[src/rtl/mcu_regbus_pkg.sv]
package mcu_regbus_pkg;
   // Register addresses; the microcontroller firmware decodes these.
   localparam int REG_CTRL = 0;
   localparam int REG_DIV  = 1;
   localparam int REG_STAT = 2;
   // Field positions inside the control and status registers.
   localparam int CTRL_RUN_BIT   = 0;
   localparam int CTRL_FLUSH_BIT = 1;
   localparam int STAT_EMPTY_BIT = 0;
   localparam int STAT_FULL_BIT  = 1;
   // Strobe indices inside the synchronizer array.
   localparam int STB_ALE = 0;
   localparam int STB_RD  = 1;
   localparam int STB_WR  = 2;
   localparam int STB_NUM = 3;
endpackage

[src/rtl/mcu_strobe_sync.sv]
module mcu_strobe_sync #(
   parameter int   STAGES = 2,
   parameter logic IDLE   = 1'b0
) (
   input  logic clk,
   input  logic rst_n,
   input  logic async_in,
   output logic level,
   output logic rise,
   output logic fall
);
   localparam int LAST = STAGES - 1;

   if (STAGES < 2) begin : g_bad_stages
      $error("mcu_strobe_sync: STAGES must be at least 2");
   end

   logic [LAST:0] chain_q;
   logic          prev_q;

   always_ff @(posedge clk or negedge rst_n) begin
      if (!rst_n) begin
         chain_q <= {STAGES{IDLE}};
         prev_q  <= IDLE;
      end else begin
         chain_q <= {chain_q[LAST-1:0], async_in};
         prev_q  <= chain_q[LAST];
      end
   end

   assign level = chain_q[LAST];
   assign rise  = level & ~prev_q;
   assign fall  = ~level & prev_q;

   // every edge pulse lasts one cycle
   a_r2_rise_single: assert property (@(posedge clk) disable iff (!rst_n)
      rise |=> !rise);
   a_r2_fall_single: assert property (@(posedge clk) disable iff (!rst_n)
      fall |=> !fall);
endmodule

[src/rtl/mcu_regfile.sv]
module mcu_regfile
   import mcu_regbus_pkg::*;
#(
   parameter int         W         = 8,
   parameter logic [W-1:0] DIV_RESET = 8'h04
) (
   input  logic         clk,
   input  logic         rst_n,
   input  logic         wr_stb,
   input  logic [W-1:0] wr_addr,
   input  logic [W-1:0] wr_data,
   input  logic [W-1:0] rd_addr,
   input  logic         fifo_empty,
   input  logic         fifo_full,
   output logic [W-1:0] rd_data,
   output logic         acq_run,
   output logic         fifo_flush,
   output logic [W-1:0] rate_div
);
   logic hit_ctrl, hit_div;

   assign hit_ctrl = wr_stb && (wr_addr == W'(REG_CTRL));
   assign hit_div  = wr_stb && (wr_addr == W'(REG_DIV));

   always_ff @(posedge clk or negedge rst_n) begin
      if (!rst_n) begin
         acq_run    <= 1'b0;
         fifo_flush <= 1'b0;
         rate_div   <= DIV_RESET;
      end else begin
         fifo_flush <= hit_ctrl && wr_data[CTRL_FLUSH_BIT];
         if (hit_ctrl) acq_run  <= wr_data[CTRL_RUN_BIT];
         if (hit_div)  rate_div <= wr_data;
      end
   end

   always_comb begin
      rd_data = '0;
      if (rd_addr == W'(REG_CTRL)) begin
         rd_data[CTRL_RUN_BIT] = acq_run;
      end else if (rd_addr == W'(REG_DIV)) begin
         rd_data = rate_div;
      end else if (rd_addr == W'(REG_STAT)) begin
         rd_data[STAT_EMPTY_BIT] = fifo_empty;
         rd_data[STAT_FULL_BIT]  = fifo_full;
      end
   end

   // flush is a one-cycle pulse
   a_r6_flush_pulse: assert property (@(posedge clk) disable iff (!rst_n)
      fifo_flush |=> !fifo_flush);
   // the divider changes only after a write strobe
   a_r4_div_on_strobe: assert property (@(posedge clk) disable iff (!rst_n)
      !$stable(rate_div) |-> $past(wr_stb));
   // the run bit changes only after a write strobe
   a_r5_run_on_strobe: assert property (@(posedge clk) disable iff (!rst_n)
      !$stable(acq_run) |-> $past(wr_stb));
endmodule

[src/rtl/mcu_regbus.sv]
module mcu_regbus
   import mcu_regbus_pkg::*;
#(
   parameter int             BUS_W       = 8,
   parameter int             SYNC_STAGES = 2,
   parameter logic [BUS_W-1:0] DIV_RESET   = 8'h04
) (
   input  logic             clk,
   input  logic             rst_n,
   input  logic             mcu_ale,
   input  logic             mcu_rd_n,
   input  logic             mcu_wr_n,
   input  logic [BUS_W-1:0] mcu_ad_i,
   output logic [BUS_W-1:0] mcu_ad_o,
   output logic             mcu_ad_oe,
   input  logic             fifo_empty,
   input  logic             fifo_full,
   output logic             acq_run,
   output logic             fifo_flush,
   output logic [BUS_W-1:0] rate_div
);
   // Idle levels: ALE low, RD and WR high.
   localparam logic [STB_NUM-1:0] STB_IDLE = 3'b110;

   if (BUS_W < 2) begin : g_bad_width
      $error("mcu_regbus: BUS_W must hold the two status bits");
   end

   logic [STB_NUM-1:0] stb_raw, stb_lvl, stb_rise, stb_fall;
   logic [BUS_W-1:0]   addr_q, rd_data;

   assign stb_raw[STB_ALE] = mcu_ale;
   assign stb_raw[STB_RD]  = mcu_rd_n;
   assign stb_raw[STB_WR]  = mcu_wr_n;

   for (genvar g = 0; g < STB_NUM; g++) begin : g_sync
      mcu_strobe_sync #(.STAGES(SYNC_STAGES), .IDLE(STB_IDLE[g])) u_sync (
         .clk     (clk),
         .rst_n   (rst_n),
         .async_in(stb_raw[g]),
         .level   (stb_lvl[g]),
         .rise    (stb_rise[g]),
         .fall    (stb_fall[g])
      );
   end

   always_ff @(posedge clk or negedge rst_n) begin
      if (!rst_n) addr_q <= '0;
      else if (stb_fall[STB_ALE]) addr_q <= mcu_ad_i;
   end

   mcu_regfile #(.W(BUS_W), .DIV_RESET(DIV_RESET)) u_regs (
      .clk       (clk),
      .rst_n     (rst_n),
      .wr_stb    (stb_rise[STB_WR]),
      .wr_addr   (addr_q),
      .wr_data   (mcu_ad_i),
      .rd_addr   (addr_q),
      .fifo_empty(fifo_empty),
      .fifo_full (fifo_full),
      .rd_data   (rd_data),
      .acq_run   (acq_run),
      .fifo_flush(fifo_flush),
      .rate_div  (rate_div)
   );

   assign mcu_ad_oe = ~stb_lvl[STB_RD];
   assign mcu_ad_o  = mcu_ad_oe ? rd_data : '0;

   // the output enable turns on only on a read-strobe falling pulse
   a_r9_oe_start: assert property (@(posedge clk) disable iff (!rst_n)
      $rose(mcu_ad_oe) |-> stb_fall[STB_RD]);
   // the output bus is quiet while not enabled
   a_r9_quiet_bus: assert property (@(posedge clk) disable iff (!rst_n)
      !mcu_ad_oe |-> (mcu_ad_o == '0));
   // the address register moves only on an address-strobe falling pulse
   a_r3_addr_hold: assert property (@(posedge clk) disable iff (!rst_n)
      !$stable(addr_q) |-> $past(stb_fall[STB_ALE]));
endmodule

[config.mk]
export PLATFORM = sky130hd
export DESIGN_NAME = mcu_regbus
export DESIGN_NICKNAME = d
export VERILOG_FILES = /design/src/rtl/mcu_regbus_pkg.sv /design/src/rtl/mcu_strobe_sync.sv /design/src/rtl/mcu_regfile.sv /design/src/rtl/mcu_regbus.sv
export SDC_FILE = /design/constraint.sdc
export NUM_CORES = 1
export LEC_CHECK = 0
export ABC_CLOCK_PERIOD_IN_PS = 3050
export CORE_UTILIZATION = 55
export CTS_CLUSTER_SIZE = 20
export DETAILED_ROUTE_END_ITERATION = 12
export DONT_BUFFER_PORTS = 1
export GPL_ROUTABILITY_DRIVEN = 0
export PLACE_DENSITY_LB_ADDON = 0.15
export SETUP_SLACK_MARGIN = 0.4
export SLEW_MARGIN = 30
export SYNTH_ARGS = -nofsm -noshare
export SYNTH_HDL_FRONTEND = slang
export SYNTH_SLANG_ARGS = --single-unit
[constraint.sdc]
create_clock -name clk -period 3.05 [get_ports clk]
set_input_delay 0.305 -clock clk [delete_from_list [all_inputs] [get_ports clk]]
set_output_delay 0.305 -clock clk [all_outputs]
set_load 0.05 [all_outputs]
==> flow_summary_export.csv, run 1 <==
group,metric,value,unit
floorplanning,die_area,2070,sq um
clock_tree,ctsResizeCount,0,
power_and_ir_drop,power_density,616,nW/um^2
grt,grt_max_degree,27,
setup_path,path_max_fanout,6,
floorplanning,die_w,45.5,microns
grt,grt_pass1_wl,2630,microns
clock_tree,clock_latency,0.31,ns
synthesis,ys.flop_type,"dfrtp_1",
synthesis,yosysSeqAreaShare,63.3,%
min_path,min_path_type,"input pin to async pin",
grt,grt_remaining_overflow,0,
floorplanning,die_h,45.5,microns
synthesis,async_flop_share,100,%
power_and_ir_drop,peakVddDrop,0.000399,V
sta,slew_headroom,52.4,%
cells_and_area,num_antenna_cells,0,
setup_path,criticalPathCategory,"flip-flop to output port",
detailed_routing,ant_nets,0,
sta,period_share,74.5,%
sta,skew,0.0122,ns
power_and_ir_drop,p_leak,0.476,nW
sta,tightest_slew,0.713,ns
cells_and_area,multiInputGateArea,374,sq um
synthesis,syn_area,1040,sq um
setup_path,required,2.74,ns
setup_path,critPathCaptureType,"output port",
cells_and_area,fill_cells,135,
sta,fmax,440,MHz
clock_tree,root_buffer,"clkbuf_4",
detailed_routing,wl_met1,721,microns
setup_path,arrival,1.97,ns
detailed_routing,firstDrtPassIters,3,
grt,antenna_found_initial,0,
cells_and_area,fin_nets,94,
floorplanning,ios,34,
power_and_ir_drop,pwr-share-clk,23.3,%
power_and_ir_drop,power_frac_seq,67.2,%
synthesis,ys_types,20,
detailed_routing,met3_wirelength,79,microns
clock_tree,cts.hold.buffers_added,3,
detailed_routing,met2_length,827,microns
synthesis,avgSynthCellArea,15.1,sq um
detailed_routing,drt_first_iter_violations,14,
grt,grt_pass1_vias,550,
grt,grtUsageTotal,18.2,%
sta,hold_viol_final,20,
synthesis,ys_ff_latch,26,
place,place_inst,95,
cells_and_area,seqCellArea,658,sq um
detailed_routing,drc_errors,0,
place,hpwl,1190,microns
clock_tree,cts_tree,"yes",
sta,setup_viol,0,
clock_tree,cts_max_level,1,
sta,fin_setup_tns,0,ns
synthesis,synth_cells,69,
detailed_routing,top_layer,"met4",
power_and_ir_drop,combPwrFrac,9.6,%
cells_and_area,final_cells,103,
clock_tree,cts_setup_buffers,0,
synthesis,syn_nets,84,
cells_and_area,syn_to_final_growth,11.0,%
power_and_ir_drop,intPower,497,uW
clock_tree,cts_num_sinks,26,
cells_and_area,drive_above_1_share,43.6,%
setup_path,crit_path_start_kind,"flip-flop",
sta,whs,-0.0377,ns
sta,rsz0062_at_grt,"false",
run,maxCapViolCount,0,
detailed_routing,viasPerCell,5.53,
cells_and_area,fin_util,66.1,%
power_and_ir_drop,switchingPower,214,uW
place,io_buffers,0,
clock_tree,cts_buffer_depth,2,
sta,maxSlewViolCount,0,
clock_tree,cts_buffers,3,
run_status,violations,"negative hold slack",
floorplanning,rows,15,
floorplanning,start_util,59.6,%
sta,min_period,2.27,ns
synthesis,ys_warn_count,0,
floorplanning,core,1750,sq um
synthesis,synth_edf_count,0,
clock_tree,clk_pin_slew,0.14,ns
detailed_routing,wl_per_cell,16.0,microns
power_and_ir_drop,switching_share,30.1,%
detailed_routing,vias,570,
run_status,status,"finished, violations left",
detailed_routing,routed_wl,1640,microns
-- final timing paths --
path | start | endpoint | slack, ns | cells past startpoint
min in group clk | mcu_ad_i[0] | addr_q[0] | 0.13 | 1
max reg2reg | g_sync[2].u_sync.chain_q[1] | u_regs.rate_div[7] | 1.50 | 3
max in group asynchronous | rst_n | g_sync[2].u_sync.chain_q[0] | 2.70 | 1
min | rst_n | u_regs.acq_run | -0.04 | 1
max | addr_q[7] | mcu_ad_o[5] | 0.78 | 3
min reg2reg | g_sync[0].u_sync.chain_q[0] | g_sync[0].u_sync.chain_q[1] | 0.36 | 0
-- critical path, cell delays in order (launching register included) --
cell and delay (ns):
dfrtp_1 0.43, nor4_4 0.42, and3_1 0.33, and2_1 0.48
-- cell type report --
class                   instances  area share (%)
flip-flops and latches         26            57.0
repair buffers                  6            4.34
clock buffers                   4            3.15
well taps                      25            2.71
multi-input cells              41            32.4
inverters                       1           0.325
-- cells in the mapped netlist, types with 2 or more instances --
library cell / n / area, sq um
nor2b_1: 2 / 12.5
mux2_2: 17 / 191
dfrtp_1: 20 / 500
nand2_1: 2 / 7.51
nor2_1: 2 / 7.51
dfstp_2: 6 / 158
and2_1: 6 / 37.5
nand3b_1: 2 / 15.0
-- cell families after synthesis --
kind of cell,synth area share [%]
compound gates,1.20
buf+inv,0.721
flops,63.3
mux,19.4
simple gates,15.4
-- sequential cells by signal, indices dropped and copies added (netlist names) --
register and cells:
u_regs.acq_run 1, g_sync.u_sync.prev_q 2, u_regs.rate_div 8, u_regs.fifo_flush 1
g_sync.u_sync.chain_q 6, addr_q 8
-- cell usage in the layout, fill, tap and decap left out, drive strengths merged --
master and instances:
mux2 17, a21oi 1, and4 1, nor2b 2, nand3 2, clkbuf 4, nor4b 1, inv 1
dfstp 6, nor4 1, mux2i 1, and2 6, o21a 1, dlygate4sd3 3, nand2 2, buf 3
nor2 2, and3 1, nand3b 2, dfrtp 20, nor3 1
-- power by group through the flow --
stage | Sequential (mW) | Combinational [mW] | Clock [mW]
2_1_floorplan | 0.476 | 0.0541 | 0
3_3_place_gp | 0.484 | 0.0572 | 0
3_5_place_dp | 0.485 | 0.0590 | 0
4_1_cts | 0.478 | 0.0685 | 0.170
5_1_grt | 0.484 | 0.0752 | 0.180
6_report | 0.478 | 0.0680 | 0.165
-- routing by layer --
layer  vias to the layer above  global-route usage [%]
li1                        259                       -
met1                       288                    24.7
met2                        21                    29.7
met3                         2                    3.57
met4                         0                    5.45
met5                         -                       0
-- through the flow --
stage,area [sq um],setup slack [ns],power (mW)
after global routing,1150,0.651,0.739
after global placement,1080,1.16,0.541
after floorplan,1040,1.09,0.530
after CTS,1150,0.745,0.717
after detailed placement,1080,1.11,0.544
final,1150,0.776,0.711
No activity file was read; power rests on OpenSTA's default activity.
==> run 2, diff against run 1 <==
--- a/config.mk
+++ b/config.mk
@@ -5,7 +5,7 @@
 export SDC_FILE = /design/constraint.sdc
 export NUM_CORES = 1
 export LEC_CHECK = 0
-export ABC_CLOCK_PERIOD_IN_PS = 3050
+export ABC_CLOCK_PERIOD_IN_PS = 2180
 export CORE_UTILIZATION = 55
 export CTS_CLUSTER_SIZE = 20
 export DETAILED_ROUTE_END_ITERATION = 12
==> constraint.sdc (replaced) <==
create_clock -name clk -period 2.18 [get_ports clk]
set_input_delay 0.218 -clock clk [delete_from_list [all_inputs] [get_ports clk]]
set_output_delay 0.218 -clock clk [all_outputs]
set_load 0.05 [all_outputs]
==> run 2 against run 1 <==
Against the previous run:
- first-iteration DRC count decreased by 43%
- total power is 59% higher
- the flow now finishes without violations
- critical endpoint is now mcu_ad_o[3]
- sequential power is 36% higher
- clock power rose by 95%
- largest power group unchanged
- combinational power is 130% higher
- register-to-register slack lost 1.1 ns
- hold slack improved by 0.071 ns
- critical path type unchanged
- via count is 13% higher
- routed wire length up 14%
==> flow_summary_export.csv, run 2 (synthesized netlist as in run 1, its figures left out) <==
group,metric,value,unit
run_status,status,"complete, no violations",
sta,fin_setup_tns,0,ns
cells_and_area,fin_util,79.0,%
power_and_ir_drop,power_density,819,nW/um^2
sta,whs,0.0332,ns
detailed_routing,wl_per_cell,16.1,microns
grt,grt_remaining_overflow,0,
detailed_routing,viasPerCell,5.50,
grt,grt_pass1_vias,669,
setup_path,required,1.96,ns
clock_tree,cts_num_sinks,26,
detailed_routing,firstDrtPassIters,4,
grt,grt_max_degree,27,
sta,period_share,87.3,%
clock_tree,clock_latency,0.32,ns
cells_and_area,largest_registers,"addr_q: 8 flops, u_regs.rate_div: 8 flops, g_sync.u_sync.chain_q: 6 flops",
power_and_ir_drop,power_frac_seq,57.6,%
setup_path,crit_path_start_kind,"flip-flop",
clock_tree,cts_max_level,1,
sta,setup_viol,0,
cells_and_area,fin_nets,108,
cells_and_area,drive_above_1_share,62.0,%
setup_path,path_max_fanout,6,
floorplanning,die_w,45.5,microns
power_and_ir_drop,peakVddDrop,0.000693,V
detailed_routing,drc_errors,0,
power_and_ir_drop,switching_share,28.6,%
place,hpwl,1230,microns
power_and_ir_drop,p_leak,0.582,nW
floorplanning,start_util,59.6,%
detailed_routing,drt_first_iter_violations,8,
power_and_ir_drop,switchingPower,323,uW
detailed_routing,ant_nets,0,
sta,skew,0.00678,ns
sta,hold_viol_final,0,
grt,antenna_found_initial,0,
floorplanning,rows,15,
power_and_ir_drop,combPwrFrac,13.9,%
clock_tree,cts_buffer_depth,2,
power_and_ir_drop,pwr-share-clk,28.5,%
detailed_routing,routed_wl,1880,microns
setup_path,arrival,1.68,ns
detailed_routing,vias,644,
cells_and_area,syn_to_final_growth,32.6,%
grt,grtUsageTotal,20.9,%
sta,slew_headroom,63.2,%
grt,grt_pass1_wl,2950,microns
place,io_buffers,0,
clock_tree,cts_tree,"yes",
cells_and_area,layout_common_cells,"20 x dfrtp_1, 16 x mux2_2",
cells_and_area,num_antenna_cells,0,
cells_and_area,layout_commonest_cell,"dfrtp_1",
clock_tree,root_buffer,"clkbuf_4",
floorplanning,die_h,45.5,microns
sta,min_period,1.90,ns
sta,tightest_slew,0.553,ns
power_and_ir_drop,intPower,806,uW
sta,maxSlewViolCount,0,
sta,rsz0062_at_grt,"true",
setup_path,critPathCaptureType,"output port",
sta,fmax,526,MHz
floorplanning,core,1750,sq um
run,maxCapViolCount,0,
min_path,min_path_type,"input pin to flip-flop",
cells_and_area,fill_cells,103,
floorplanning,die_area,2070,sq um
floorplanning,ios,34,
clock_tree,clk_pin_slew,0.13,ns
setup_path,criticalPathCategory,"flip-flop to output port",
clock_tree,cts_buffers,3,
==> run 2: repair_timing <==
action,CTS,global route
pin swaps,3,1
gates resized for setup,22,5
buffers inserted,4,2
hold buffers,4,1
hold endpoints to repair,29,20
setup endpoints to repair,8,16
==> run 2: critical path, stage by stage, from the launching register on <==
cell and delay (ns):
dfrtp_1 0.43, nor4_4 0.35, and3_4 0.29, and2_4 0.16
buf_8 0.14
==> run 2: metrics by stage <==
step | power [mW] | setup slack [ns] | cells | instance area (sq um)
finish | 1.13 | 0.277 | 117 | 1380
global placement | 0.768 | 0.465 | 102 | 1140
global route | 1.17 | 0.177 | 117 | 1380
CTS | 1.13 | 0.260 | 114 | 1340
detailed placement | 0.775 | 0.448 | 102 | 1140
floorplan | 0.743 | 0.498 | 69 | 1050
==> run 2: worst paths after layout <==
kind                                              from                           to  slack (ns)  depth (start not counted)
setup / recovery                             addr_q[7]                  mcu_ad_o[3]        0.28                          4
hold / removal                             mcu_ad_i[7]           u_regs.rate_div[7]        0.03                          1
setup reg to reg                             addr_q[7]           u_regs.rate_div[1]        0.39                          7
hold reg to reg            g_sync[2].u_sync.chain_q[0]  g_sync[2].u_sync.chain_q[1]        0.37                          0
max in group asynchronous                        rst_n      g_sync[2].u_sync.prev_q        1.38                          2
min in group asynchronous                        rst_n                    addr_q[2]        0.43                          2
==> run 2: routing by layer <==
metal  share of wire (%)  wire length [microns]  GRT usage (%)
met1                  40                    752           24.4
met2                  52                    975           34.9
met3                 6.6                    124           7.94
met4                 1.5                     29           7.27
met5                   0                      0              0
==> run 2: layout make-up <==
type / count / area [sq um] / share of cell area (%)
well taps: 25 / 31.3 / 2.27
multi-input cells: 41 / 419 / 30.4
repair buffers: 20 / 214 / 15.5
clock buffers: 3 / 22.5 / 1.63
inverters: 1 / 3.75 / 0.272
clock inverters: 1 / 30.0 / 2.18
flip-flops and latches: 26 / 658 / 47.7
==> run 2: power groups by stage <==
stage	Combinational, mW	Sequential [mW]	Clock, mW
after floorplan	0.0773	0.666	0
after global placement	0.114	0.654	0
after detailed placement	0.118	0.658	0
after CTS	0.146	0.649	0.332
after global routing	0.169	0.657	0.349
final	0.157	0.650	0.322
